$ cat src/rtl/irq_pkg.sv
package irq_pkg;
   localparam int unsigned DATA_W = 32;

   localparam logic [7:0] OFS_STATUS = 8'h20;
   localparam logic [7:0] OFS_ST_EN  = 8'h24;
   localparam logic [7:0] OFS_SIG_EN = 8'h28;
   localparam logic [7:0] OFS_FORCE  = 8'h2c;

   localparam int unsigned NUM_LEVEL = 5;
   localparam logic [DATA_W-1:0] LEVEL_MASK  = (DATA_W'(1) << NUM_LEVEL) - DATA_W'(1);
   localparam logic [DATA_W-1:0] STICKY_MASK = 32'h03FF_F2A0;
   localparam logic [DATA_W-1:0] IMPL_MASK   = LEVEL_MASK | STICKY_MASK;

   typedef enum logic [1:0] {
      CK_NONE   = 2'd0,
      CK_LEVEL  = 2'd1,
      CK_STICKY = 2'd2
   } cell_kind_e;

   function automatic cell_kind_e kind_of(input int b);
      if (LEVEL_MASK[b])       return CK_LEVEL;
      else if (STICKY_MASK[b]) return CK_STICKY;
      else                     return CK_NONE;
   endfunction
endpackage

$ cat src/rtl/irq_cfg_reg.sv
module irq_cfg_reg #(
   parameter int unsigned        W    = 32,
   parameter logic [W-1:0]       MASK = '1
) (
   input  logic         clk_i,
   input  logic         rst_ni,
   input  logic         we_i,
   input  logic [W-1:0] d_i,
   output logic [W-1:0] q_o
);
   always_ff @(posedge clk_i or negedge rst_ni) begin
      if (!rst_ni)   q_o <= '0;
      else if (we_i) q_o <= d_i & MASK;
   end
endmodule

$ cat src/rtl/irq_stat_cell.sv
module irq_stat_cell #(
   parameter irq_pkg::cell_kind_e KIND = irq_pkg::CK_NONE
) (
   input  logic clk_i,
   input  logic rst_ni,
   input  logic en_i,
   input  logic cond_i,
   input  logic force_i,
   input  logic clr_i,
   output logic q_o
);
   if (KIND == irq_pkg::CK_LEVEL) begin : g_level
      logic unused_lvl;
      assign unused_lvl = force_i ^ clr_i;
      always_ff @(posedge clk_i or negedge rst_ni) begin
         if (!rst_ni) q_o <= 1'b0;
         else         q_o <= cond_i & en_i;
      end
      a_r3_level_track: assert property (@(posedge clk_i) disable iff (!rst_ni)
         $rose(cond_i & en_i) |=> q_o);
   end else if (KIND == irq_pkg::CK_STICKY) begin : g_sticky
      logic set_w;
      assign set_w = (cond_i & en_i) | force_i;
      always_ff @(posedge clk_i or negedge rst_ni) begin
         if (!rst_ni)    q_o <= 1'b0;
         else if (set_w) q_o <= 1'b1;
         else if (clr_i) q_o <= 1'b0;
      end
      a_r4_sticky_hold: assert property (@(posedge clk_i) disable iff (!rst_ni)
         (q_o && !clr_i) |=> q_o);
      a_r6_set_wins: assert property (@(posedge clk_i) disable iff (!rst_ni)
         (force_i && clr_i) |=> q_o);
   end else begin : g_none
      logic unused_none;
      assign unused_none = ^{clk_i, rst_ni, en_i, cond_i, force_i, clr_i};
      assign q_o = 1'b0;
   end
endmodule

$ cat src/rtl/irq_rd_mux.sv
module irq_rd_mux #(
   parameter int unsigned ADDR_W = 8,
   parameter int unsigned W      = 32
) (
   input  logic [ADDR_W-1:0] addr_i,
   input  logic [W-1:0]      stat_i,
   input  logic [W-1:0]      sten_i,
   input  logic [W-1:0]      sig_i,
   output logic [W-1:0]      rdata_o
);
   always_comb begin
      rdata_o = '0;
      if (addr_i == ADDR_W'(irq_pkg::OFS_STATUS))      rdata_o = stat_i;
      else if (addr_i == ADDR_W'(irq_pkg::OFS_ST_EN))  rdata_o = sten_i;
      else if (addr_i == ADDR_W'(irq_pkg::OFS_SIG_EN)) rdata_o = sig_i;
   end
endmodule

$ cat src/rtl/queue_irq_unit.sv
module queue_irq_unit #(
   parameter int unsigned ADDR_W   = 8,
   parameter bit          IRQ_FLOP = 1'b0
) (
   input  logic                       clk_i,
   input  logic                       rst_ni,
   input  logic                       wr_en_i,
   input  logic [ADDR_W-1:0]          addr_i,
   input  logic [irq_pkg::DATA_W-1:0] wdata_i,
   output logic [irq_pkg::DATA_W-1:0] rdata_o,
   input  logic [irq_pkg::DATA_W-1:0] cond_i,
   output logic                       irq_o
);
   localparam int unsigned DW = irq_pkg::DATA_W;

   initial begin
      if (ADDR_W < 6) $error("queue_irq_unit: ADDR_W too small for register offsets");
   end

   logic wr_stat, wr_sten, wr_sig, wr_force;
   assign wr_stat  = wr_en_i && (addr_i == ADDR_W'(irq_pkg::OFS_STATUS));
   assign wr_sten  = wr_en_i && (addr_i == ADDR_W'(irq_pkg::OFS_ST_EN));
   assign wr_sig   = wr_en_i && (addr_i == ADDR_W'(irq_pkg::OFS_SIG_EN));
   assign wr_force = wr_en_i && (addr_i == ADDR_W'(irq_pkg::OFS_FORCE));

   logic [DW-1:0] sten_q, sig_q, stat_q;
   logic [DW-1:0] force_v, clr_v;
   assign force_v = wr_force ? wdata_i : '0;
   assign clr_v   = wr_stat  ? wdata_i : '0;

   irq_cfg_reg #(.W(DW), .MASK(irq_pkg::IMPL_MASK)) u_sten (
      .clk_i(clk_i), .rst_ni(rst_ni), .we_i(wr_sten), .d_i(wdata_i), .q_o(sten_q));
   irq_cfg_reg #(.W(DW), .MASK(irq_pkg::IMPL_MASK)) u_sig (
      .clk_i(clk_i), .rst_ni(rst_ni), .we_i(wr_sig), .d_i(wdata_i), .q_o(sig_q));

   for (genvar b = 0; b < DW; b++) begin : g_bit
      irq_stat_cell #(.KIND(irq_pkg::kind_of(b))) u_cell (
         .clk_i  (clk_i),
         .rst_ni (rst_ni),
         .en_i   (sten_q[b]),
         .cond_i (cond_i[b]),
         .force_i(force_v[b]),
         .clr_i  (clr_v[b]),
         .q_o    (stat_q[b]));
   end

   irq_rd_mux #(.ADDR_W(ADDR_W), .W(DW)) u_rd (
      .addr_i(addr_i), .stat_i(stat_q), .sten_i(sten_q), .sig_i(sig_q), .rdata_o(rdata_o));

   logic irq_next;
   assign irq_next = |(stat_q & sig_q);

   if (IRQ_FLOP) begin : g_irq_flop
      always_ff @(posedge clk_i or negedge rst_ni) begin
         if (!rst_ni) irq_o <= 1'b0;
         else         irq_o <= irq_next;
      end
   end else begin : g_irq_comb
      assign irq_o = irq_next;
      a_r9_irq_quiet: assert property (@(posedge clk_i) disable iff (!rst_ni)
         (sig_q == '0) |-> !irq_o);
   end

   a_r8_force_reads_zero: assert property (@(posedge clk_i) disable iff (!rst_ni)
      (addr_i == ADDR_W'(irq_pkg::OFS_FORCE)) |-> (rdata_o == '0));
   a_r10_unimpl_clear: assert property (@(posedge clk_i) disable iff (!rst_ni)
      wr_force |=> ((stat_q & ~irq_pkg::IMPL_MASK) == '0));
endmodule

$ cat config.mk
export PLATFORM = sky130hd
export DESIGN_NAME = queue_irq_unit
export DESIGN_NICKNAME = d
export VERILOG_FILES = /design/src/rtl/irq_pkg.sv /design/src/rtl/irq_cfg_reg.sv /design/src/rtl/irq_stat_cell.sv /design/src/rtl/irq_rd_mux.sv /design/src/rtl/queue_irq_unit.sv
export SDC_FILE = /design/constraint.sdc
export NUM_CORES = 1
export LEC_CHECK = 0
export BUFFER_PORTS_ARGS = -buffer_cell sky130_fd_sc_hd__buf_4
export CAP_MARGIN = 20
export CORE_MARGIN = 1
export CORE_UTILIZATION = 51
export CTS_BUF_LIST = sky130_fd_sc_hd__clkbuf_8 sky130_fd_sc_hd__clkbuf_16
export CTS_CLUSTER_SIZE = 10
export DETAILED_ROUTE_END_ITERATION = 8
export PLACE_DENSITY = 0.8
export SLEW_MARGIN = 20
export SYNTH_ARGS = -nofsm -noshare
export SYNTH_HDL_FRONTEND = slang
export SYNTH_SLANG_ARGS = --single-unit
$ cat constraint.sdc
create_clock -name clk_i -period 3.1 [get_ports clk_i]
set_input_delay 0.775 -clock clk_i [delete_from_list [all_inputs] [get_ports clk_i]]
set_output_delay 0.775 -clock clk_i [all_outputs]
set_load 0.01 [all_outputs]
=== Word-level counts from Yosys, hierarchy flattened ===
Cells that the tools add are included.

* Register bits: 66
* Bits of input ports: 75

* Eq/ne operators: 4
* Muxes and demuxes: 39
* Bitwise logic cells: 40
* Reduce and logical (&&, ||, !) cells: 22

{| class="wikitable"
|+ Operators by type and width
! cell !! number
|-
| two-way mux 26 bit || 3
|-
| two-way mux 32 bit || 2
|-
| two-way mux 1 bit || 34
|-
| nonzero test 2 bit || 17
|-
| equality test 8 x 6 -> 1 bit (second input constant) || 4
|-
| OR reduction 32 bit || 1
|-
| bitwise AND 26 bit || 1
|-
| bitwise AND 1 bit || 22
|-
| OR 1 bit || 17
|-
| logical AND 1 bit || 4
|}

=== Logic depth before layout (Yosys ltp) ===
* Depth after elaboration: 5
* Gate-level depth with buffers: 6
* Depth with buffers taken out: 4

=== Hierarchy ===
From an unflattened synthesis, not the netlist that was laid out.

* Cell total of the unflattened synthesis: 456
* Area total of the unflattened synthesis: 4,518.1 um^2

{| class="wikitable"
|+ Modules (own cells, without submodules)
! module !! times used !! cells an instance !! area an instance (um^2) !! sequential area each (um^2)
|-
| irq_cfg_reg || 2 || 57 || 899.6 || 550.5
|-
| irq_rd_mux || 1 || 145 || 1,051.0 || 0.0
|-
| irq_stat_cell at g_bit[12].u_cell ... || 17 || 4 || 42.5 || 25.0
|-
| queue_irq_unit || 1 || 99 || 675.6 || 0.0
|-
| irq_stat_cell at g_bit[0].u_cell ... || 5 || 2 || 31.3 || 25.0
|-
| irq_stat_cell at g_bit[10].u_cell ... || 10 || 2 || 11.3 || 0.0
|}

=== Worst setup path after synthesis ===
OpenSTA, ideal clock, no wires.

* Path type: input-to-output
* Start: in addr_i[1]
* End: out rdata_o[0] in the netlist's numbering
* Arrival time: 2,051 ps
* Data required time: 2,325 ps
* Setup slack: 274 ps
* Stages on the path: 5
* Path through: or4b_4 > or2_1 > buf_2 > clkbuf_1 > nor2_1

* Cells in the longest elaborated chain, start to end: 4
* Elaborated cells between the ends (all ways): 6
* Those cells by class: 3 x eq/ne; 3 x mux

{| class="wikitable"
|+ Ends and longest elaborated chain
! what !! RTL line !! text
|-
| start, declared || queue_irq_unit.sv:8 || <nowiki>input logic [ADDR_W-1:0] addr_i,</nowiki>
|-
| equality test 8 x 6 -> 1 bit || irq_rd_mux.sv:15 || <nowiki>else if (addr_i == ADDR_W'(irq_pkg::OFS_SIG_EN)) rdata_o = sig_i;</nowiki>
|-
| two-way mux 26 bit || irq_rd_mux.sv:15 ||
|-
| two-way mux 32 bit || irq_rd_mux.sv:14 || <nowiki>else if (addr_i == ADDR_W'(irq_pkg::OFS_ST_EN)) rdata_o = sten_i;</nowiki>
|-
| two-way mux 32 bit (*) || irq_rd_mux.sv:13 || <nowiki>if (addr_i == ADDR_W'(irq_pkg::OFS_STATUS)) rdata_o = stat_i;</nowiki>
|-
| end, declared || queue_irq_unit.sv:10 || <nowiki>output logic [irq_pkg::DATA_W-1:0] rdata_o,</nowiki>
|}

Every way passes the cells marked *; elsewhere a longest branch is shown, timed or not.

=== Final worst setup path ===
Ends and elaborated chain as after synthesis.

==> out/qor.yml <==
synth_top_family_by_area: "multiplexers"
drive_above_1_share_pct: 38.7
crit_path_end_kind: "primary output"
fp.dieW_um: 82.9
dieArea_um2: 6870
critical_path_arrival_ns: 2.18
clk_pin_slew_worst_paths_ns: 0.07
cts_tree: "built"
io_pins: 108
synthXorXnorAreaFrac_pct: 0
synth_compound_area_share_pct: 15.0
crit_required_ns: 2.32
clockBufferDepth: 2
power_switching_mw: 0.564
firstDrtPassIters: 6
die_h_um: 82.9
hold_depth: 1
report.final.slew_viol_count: 0
cpPeakStageDelay_ns: 0.55
min_from: "u_sten.q_o[1]"
fmaxAchievable_mhz: 338
ir_worst_vdd_mv: 0.335
fillers: 541
fin_crit_ns: 2.96
avgSynthCellArea_um2: 11.5
grt_use_met1_pct: 31.6
powerDensity_nw_per_um2: 531
final_common_cell: "buf_4"
numCtsBuffers: 9
start_util_pct: 52.6
hold_path_class: "flop to flop"
cap_violations: 0
drt-initial-drc-count: 134
cts_root_buf: "clkbuf_8"
p_leak_nw: 2.08
rows: 29
drtAntennaViolNets: 0
grt_pass1_wl_um: 13100
diodes: 0
setup_viol: 0
layout_common_cells: "buf_4, dfrtp_1, nor2_1, mux2_2"
nNetsFinal: 444
synth.area.mux_share_pct: 21.4
hold_ws_ns: 0.508
synth_area_um2: 3340
finalPower_mw: 2.22
fin_skew_ns: 0.00767
dpl_cell_area_um2: 3980
path_class: "primary input to primary output"
intPower_mw: 1.66
design_area_um2: 4180
worst_pin_slew_ns: 0.826
antenna_found_initial: 0
syn_inst: 290
ys_warn_count: 0
grt_setup_unrepaired: "no"
drcViolationCount: 0
synthDistinctLibCells: 28
clock_power_share_pct: 34.5
worst_slack_ns: 0.144
grt_usage_pct: 24.2
cts_hold_buf: 0
synth-seq-cells: 66
path_max_fanout: 23
fin_tns_setup_ns: 0
synthAdderAreaFrac_pct: 0
portBuffers: 77
clock-sinks: 66
worstSetupStartpointType: "primary input"
post_cts_buffers: 0
core_um2: 6350
dp_cells: 435
postLayoutCoreUtil_pct: 65.9
ys_seq_area_share_pct: 49.5
routed_wl_um: 7930
post_cts_resized: 0
grt-ovfl-total: 0
gr-usage-met2_pct: 38.8
crit_start: "addr_i[1]"
clock_latency_ns: 0.34
relSlewSlack_pct: 44.9
gr-max-usage-layer: "met2"
hold_viol: 0
path_cells: "buf_4 -> or4b_4 -> or2_1 -> buf_12 -> nor2_1 -> buf_4"
grt_max_degree: 67
seqPwrFrac_pct: 48.1
switching_share_pct: 25.4
gp_congestion: 0.811
status: "finished clean"
rr_startpoint: "g_bit[24].u_cell.q_o"
r2r_cells: 2
cp_slowest_cell: "or4b_4"
vias: 2608
grt_pass1_vias: 2714
via_per_inst: 5.81
path_common_cell: "buf_4"
power_frac_comb_pct: 17.4
period_share_pct: 95.3
fin_cells: 449
area_delta_synth_final_pct: 25.3
h-tree-depth: 3
pre_cts_ws_ns: 0.158
place_hpwl_um: 5440
synth-simple-area-share_pct: 9.11
use_met3_pct: 5.17
wl_per_cell_um: 17.7
==> cell usage after synthesis, drive strengths merged <==
| cell type | count | share of area, % |
|---|---|---|
| dfrtp | 66 | 49 |
| nor2 | 46 | 5.2 |
| mux2 | 44 | 15 |
| a21oi | 22 | 3.3 |
| mux2i | 22 | 6.6 |
| a21boi | 17 | 3.8 |
| a221o | 17 | 5.1 |
| buf | 16 | 3.4 |
| clkbuf | 12 | 1.3 |
| and2 | 5 | 0.94 |
| a221oi | 4 | 1.0 |
| a22o | 4 | 1.0 |
| a22oi | 3 | 0.67 |
| and4 | 2 | 0.52 |
| nor4b | 2 | 1.2 |
| or2 | 2 | 0.38 |
| conb | 1 | 0.11 |
| inv | 1 | 0.11 |
| nand3 | 1 | 0.15 |
| nand4 | 1 | 0.19 |
| nor2b | 1 | 0.19 |
| or4b | 1 | 0.41 |
==> sequential cells by signal, indices dropped and copies added (netlist names) <==
register and cells:
g_bit.u_cell.q_o 22, u_sig.q_o 22, u_sten.q_o 22
==> worst paths after layout <==
check	slack (ns)	endpoint
worst max-delay path	0.14	rdata_o[0]
worst min-delay path	0.51	g_bit[1].u_cell.q_o
worst max register to register	2.16	g_bit[24].u_cell.q_o
worst min register to register	0.51	g_bit[1].u_cell.q_o
max in group asynchronous	2.02	u_sig.q_o[5]
min in group asynchronous	0.52	g_bit[3].u_cell.q_o
==> power by group through the flow <==
stage / sequential, mW / combinational (mW) / clock (mW)
after floorplan: 1.05 / 0.265 / 0
after detailed placement: 1.08 / 0.388 / 0
final: 1.07 / 0.388 / 0.766
after CTS: 1.07 / 0.393 / 0.783
after global routing: 1.08 / 0.433 / 0.812
after global placement: 1.08 / 0.371 / 0
==> per-layer routing <==
metal	part of all wire, %	routed length, µm	vias to the layer above
li1	-	-	1197
met1	43	3440	1291
met2	48	3810	106
met3	6.7	530	14
met4	1.9	151	0
met5	0	0	-
==> layout make-up <==
type | instances | area, µm² | share of cell area [%]
flip-flops and latches | 66 | 1650 | 39.5
multi-input cells | 204 | 1560 | 37.3
inverters | 1 | 3.75 | 0.0897
repair buffers | 87 | 666 | 15.9
clock buffers | 10 | 138 | 3.29
well taps | 77 | 96.3 | 2.30
clock inverters | 4 | 68.8 | 1.64
==> cell families after synthesis <==
| family | Yosys count |
|---|---|
| other | 1 |
| buffers and inverters | 29 |
| multiplexers | 66 |
| flip-flops | 66 |
| AO/OA/AOI/OAI | 67 |
| AND/OR/NAND/NOR | 61 |
==> critical path: cells and delay by family <==
family	cells	cell delay, ns
buf+inv	3	0.43
simple gates	3	0.97
No activity file was read; power rests on OpenSTA's default activity.
